`config.mk`:
```
export PLATFORM = sky130hd
export DESIGN_NAME = pulse_tally
export DESIGN_NICKNAME = d
export VERILOG_FILES = /design/src/rtl/pulse_tally_pkg.sv /design/src/rtl/pt_event_gen.sv /design/src/rtl/pt_main_ctr.sv /design/src/rtl/pt_aux_ctr.sv /design/src/rtl/pulse_tally.sv
export SDC_FILE = /design/constraint.sdc
export NUM_CORES = 1
export LEC_CHECK = 0
export BUFFER_PORTS_ARGS = -buffer_cell sky130_fd_sc_hd__buf_2
export CAP_MARGIN = 20
export CORE_AREA = 2 2 79 81
export DETAILED_ROUTE_END_ITERATION = 6
export DIE_AREA = 0 0 81 83
export HOLD_SLACK_MARGIN = 0.05
export PLACE_DENSITY = 0.73
export SYNTH_ARGS = -nofsm -noshare
export SYNTH_HDL_FRONTEND = slang
export SYNTH_SLANG_ARGS = --single-unit
```
`constraint.sdc`:
```
create_clock -name clk -period 3.3 [get_ports clk]
set_clock_uncertainty 0.15 [all_clocks]
set_input_delay 0.66 -clock clk [delete_from_list [all_inputs] [get_ports clk]]
set_output_delay 0.66 -clock clk [all_outputs]
set_load 0.01 [all_outputs]
```
`src/rtl/pulse_tally_pkg.sv`:
```
package pulse_tally_pkg;

    typedef enum logic [1:0] {
        RUN_OFF      = 2'd0,
        RUN_SINGLE_A = 2'd1,
        RUN_SINGLE_B = 2'd2,
        RUN_RESERVED = 2'd3
    } run_mode_e;

    typedef enum logic [1:0] {
        MSEL_BOTH = 2'd0,
        MSEL_UP   = 2'd1,
        MSEL_DOWN = 2'd2,
        MSEL_HOLD = 2'd3
    } main_sel_e;

    typedef enum logic [1:0] {
        ASEL_NONE = 2'd0,
        ASEL_UP   = 2'd1,
        ASEL_DOWN = 2'd2,
        ASEL_ANY  = 2'd3
    } aux_sel_e;

    typedef enum logic [1:0] {
        STEP_NONE = 2'd0,
        STEP_INC  = 2'd1,
        STEP_DEC  = 2'd2
    } step_e;

    // Classified edge: at most one of the two bits is set.
    typedef struct packed {
        logic up;
        logic down;
    } pulse_evt_t;

    function automatic logic mode_runs(input run_mode_e m);
        return (m == RUN_SINGLE_A) || (m == RUN_SINGLE_B);
    endfunction

    function automatic step_e main_step(input main_sel_e sel, input pulse_evt_t ev);
        step_e s;
        s = STEP_NONE;
        unique case (sel)
            MSEL_BOTH: begin
                if (ev.up)        s = STEP_INC;
                else if (ev.down) s = STEP_DEC;
            end
            MSEL_UP:   if (ev.up)   s = STEP_INC;
            MSEL_DOWN: if (ev.down) s = STEP_DEC;
            default:   s = STEP_NONE;
        endcase
        return s;
    endfunction

    function automatic logic aux_hit(input aux_sel_e sel, input pulse_evt_t ev);
        logic h;
        unique case (sel)
            ASEL_UP:   h = ev.up;
            ASEL_DOWN: h = ev.down;
            ASEL_ANY:  h = ev.up | ev.down;
            default:   h = 1'b0;
        endcase
        return h;
    endfunction

endpackage

```
`src/rtl/pt_event_gen.sv`:
```
module pt_event_gen
    import pulse_tally_pkg::*;
(
    input  logic       clk,
    input  logic       rst,
    input  logic       active,
    input  logic       strobe_in,
    input  logic       dir_in,
    input  logic       sw_dir,
    input  logic       ext_dir_en,
    input  logic       edge_fall,
    output pulse_evt_t evt
);
    logic prev_q;
    logic rise, fall, hit, go_down;

    // The previous level tracks in every mode, so a mode change never fakes an edge.
    always_ff @(posedge clk) begin
        if (rst) prev_q <= 1'b0;
        else     prev_q <= strobe_in;
    end

    always_comb begin
        rise    = strobe_in & ~prev_q;
        fall    = ~strobe_in & prev_q;
        hit     = active & (edge_fall ? fall : rise);
        go_down = ext_dir_en ? dir_in : sw_dir;
        evt.up   = hit & ~go_down;
        evt.down = hit & go_down;
    end
endmodule

```
`src/rtl/pt_main_ctr.sv`:
```
module pt_main_ctr
    import pulse_tally_pkg::*;
#(
    parameter int CNT_W = 16
) (
    input  logic             clk,
    input  logic             rst,
    input  step_e            step,
    input  logic [CNT_W-1:0] top_val,
    output logic [CNT_W-1:0] count,
    output logic             wrap_up,
    output logic             wrap_down
);
    localparam logic [CNT_W-1:0] ZERO = '0;

    always_ff @(posedge clk) begin
        if (rst) begin
            count     <= ZERO;
            wrap_up   <= 1'b0;
            wrap_down <= 1'b0;
        end else begin
            wrap_up   <= 1'b0;
            wrap_down <= 1'b0;
            unique case (step)
                STEP_INC: begin
                    if (count == top_val) begin
                        count   <= ZERO;
                        wrap_up <= 1'b1;
                    end else begin
                        count <= count + 1'b1;
                    end
                end
                STEP_DEC: begin
                    if (count == ZERO) begin
                        count     <= top_val;
                        wrap_down <= 1'b1;
                    end else begin
                        count <= count - 1'b1;
                    end
                end
                default: count <= count;
            endcase
        end
    end
endmodule

```
`src/rtl/pt_aux_ctr.sv`:
```
module pt_aux_ctr #(
    parameter int AUX_W = 16
) (
    input  logic             clk,
    input  logic             rst,
    input  logic             hit,
    output logic [AUX_W-1:0] count
);
    always_ff @(posedge clk) begin
        if (rst)      count <= '0;
        else if (hit) count <= count + 1'b1;
    end
endmodule

```
`src/rtl/pulse_tally.sv`:
```
module pulse_tally
    import pulse_tally_pkg::*;
#(
    parameter int CNT_W = 16,
    parameter int AUX_W = 16
) (
    input  logic             clk,
    input  logic             rst,
    input  logic [1:0]       run_mode,
    input  logic             sw_dir,
    input  logic             ext_dir_en,
    input  logic             edge_fall,
    input  logic [1:0]       main_sel,
    input  logic [1:0]       aux_sel,
    input  logic [CNT_W-1:0] top_val,
    input  logic             strobe_in,
    input  logic             dir_in,
    output logic [CNT_W-1:0] main_count,
    output logic [AUX_W-1:0] aux_count,
    output logic             wrap_up,
    output logic             wrap_down
);
    logic       active;
    pulse_evt_t evt;
    step_e      m_step;
    logic       a_hit;

    assign active = mode_runs(run_mode_e'(run_mode));
    assign m_step = main_step(main_sel_e'(main_sel), evt);
    assign a_hit  = aux_hit(aux_sel_e'(aux_sel), evt);

    pt_event_gen u_evt (
        .clk        (clk),
        .rst        (rst),
        .active     (active),
        .strobe_in  (strobe_in),
        .dir_in     (dir_in),
        .sw_dir     (sw_dir),
        .ext_dir_en (ext_dir_en),
        .edge_fall  (edge_fall),
        .evt        (evt)
    );

    pt_main_ctr #(.CNT_W(CNT_W)) u_main (
        .clk       (clk),
        .rst       (rst),
        .step      (m_step),
        .top_val   (top_val),
        .count     (main_count),
        .wrap_up   (wrap_up),
        .wrap_down (wrap_down)
    );

    pt_aux_ctr #(.AUX_W(AUX_W)) u_aux (
        .clk   (clk),
        .rst   (rst),
        .hit   (a_hit),
        .count (aux_count)
    );
endmodule

```
==> impl_metrics.ini <==
[worst_setup_path]
slowest_delay_ps = 430
path_delay_family = simple AND/OR/NAND/NOR gates
crit_chain = buf_2, nor3b_1, o21ai_1, nor3_1, inv_1, ha_1, a41oi_4, nand2b_2, or4_1, a31oi_1
start_kind = input port
arrival_ps = 2760
cp_num_buf_inv = 2
crit_required_ps = 3380
worstSetupPathType = input port to flop
slowest_stage = or4_1
crit_fanout = 12
endpoint_kind = flop

[timing]
finalSetupViolCount = 0
timing.final.crit_share_pct = 81.41
hold_viol_final = 0
tns_ps = 0
tightest_slew_ps = 689.4
timing.slew.headroom_pct = 54.04
rsz0062_at_grt = false
fin_crit_ps = 2687
max_freq_mhz = 372.2
drv_slew = 0

[floorplanning]
dieArea_um2 = 6723
die_w_um = 81
coreArea_um2 = 5816
pin_count = 63
core.rowCount = 28
fp.dieH_um = 83
start_util_pct = 44.51

[placement]
numPortBuffers = 62
place_congestion = 0.8596
post-dp-hpwl_mm = 4.752
place_area_um2 = 2904

[synth]
synth_common_cells = dfxtp_1, nand2_1, xor2_1
syn_area_um2 = 2589
ys_ff_latch = 35
synth_seq_area_share_pct = 27.07
yosysUniqueCellTypes = 55
syn_inst = 320
synth_fp_nets = 355
yosys_warnings = 0
synth_edf_count = 0
syn_avg_cell_area_um2 = 8.090
synth_top_area_share_pct = 27.07
synth_top_cell_by_area = dfxtp_1
synth_ff_type = dfxtp_1
synth.area.top_cells = dfxtp_1, xor2_1, nand2_1
synthArstFlopShare_pct = 0

[global_routing]
track_usage_pct = 20.31
grt_start_max_net_pins = 37
grt_pass1_vias = 2295
antenna_found_initial = 0
gr-total-overflow = 0
grt_pass1_wl_mm = 10.92

[finish]
diodes = 0
fin_area_um2 = 2997
drive_gt1_share_pct = 24.46
nets = 406
area_growth_pct = 15.76

[outcome]
run_status = complete, no violations

[cts]
cts_tree = built
clock_sinks = 35
clockBufferDepth = 2
clk_pin_slew_ps = 80
cts_buffers = 5
post_cts_buffers = 0
cts_root_buffer = clkbuf_8
worstSkewPairLatency_ps = 300
postCtsResizedCells = 0
postCtsHoldBufs = 0
htreeDepth = 2

[flow_run]
drv_cap = 0

[detailed_routing]
first_iter_violations = 200
viasPerCell = 5.640
routed_wl_mm = 6.609
ant_nets = 0
wire_per_inst_um = 14.79
num_vias = 2521
firstDrtPassIters = 4
drc = 0

[pwr]
powerDensity_nw_per_um2 = 329.0
worst_ir_drop_vdd_mv = 0.2450
p_leak_nw = 1.288

[min_path]
min_path_type = flop to flop
-- cells in the final DEF, fill, tap and decap left out, types with 3 or more instances in the layout --
cell	instances
o211ai_1	11
a21o_1	7
xor2_1	33
nor4_2	5
dfxtp_1	35
xnor2_1	7
a21oi_1	7
o21ai_0	7
nand2_1	35
clkbuf_8	5
nor2b_1	4
nand4_1	6
buf_2	62
nand3_1	21
nor3_1	6
ha_1	6
o31ai_1	3
nor3b_1	5
inv_1	4
buf_4	6
a31oi_1	13
and3_1	10
nor2_1	22
or3_1	13
-- metrics by stage --
step / hold WS (ps) / setup WS, ps / util (%) / instances / power [mW]
after global placement: 331.0 / 379.6 / 49.94 / 439 / 0.6570
after detailed placement: 347.3 / 327.7 / 49.94 / 439 / 0.6604
final: 365.0 / 613.3 / 51.53 / 447 / 0.9859
after global routing: 391.5 / 405.3 / 51.53 / 447 / 1.038
after CTS: 363.4 / 627.8 / 51.53 / 447 / 0.9896
after floorplan: 358.4 / 452.7 / - / 320 / 0.6168
-- worst register-to-register path, delay by kind of cell (launching register included) --
| family | cells | cell delay, ps |
|---|---|---|
| and+or+nand+nor | 4 | 1130 |
| buffers and inverters | 1 | 80 |
| adders and majority gates | 1 | 300 |
| DFF | 1 | 310 |
| AOI/OAI and AO/OA | 3 | 520 |
-- sequential cells by signal, summed over array words and instances, names as in the netlist --
register and cells:
u_aux.count 16, u_evt.prev_q 1, u_main.count 16, u_main.wrap_down 1, u_main.wrap_up 1
-- power by group --
| part | leakage, nW | switching [mW] | total (mW) | internal (mW) |
|---|---|---|---|---|
| Sequential | 0.282 | 0.0149 | 0.443 | 0.429 |
| Combinational | 0.965 | 0.128 | 0.210 | 0.0813 |
| Clock | 0.0408 | 0.182 | 0.333 | 0.151 |
-- kinds of logic after synthesis --
family / synth area share, %
simple gates: 32.29
compound gates: 16.82
xor+xnor: 13.53
flops: 27.07
buf+inv: 5.751
fa+ha+maj: 2.900
mux: 1.643
-- layout make-up --
cell class / instances / area [um2]
inverter: 4 / 15.01
tap: 75 / 93.84
multi-input combinational: 257 / 1739
sequential: 35 / 700.7
fill: 596 / 2819
clock buffer: 5 / 68.82
timing repair buffer: 68 / 355.3
clock inverter: 3 / 23.77
-- worst paths after layout --
kind,startpoint,endpoint,slack (ps),cells past startpoint
hold / removal,u_aux.count[14],u_aux.count[14],370,2
setup / recovery,edge_fall,u_main.count[6],610,10
setup reg to reg,u_evt.prev_q,u_main.count[6],750,9
hold reg to reg,u_aux.count[14],u_aux.count[14],370,2
-- metal layers --
metal / part of all wire (%) / GRT usage [%]
met5: 0 / 0
met4: 2.1 / 6.626
met3: 7.7 / 4.457
met2: 45 / 31.25
met1: 45 / 27.95
Power figures use the tool's default switching activity.
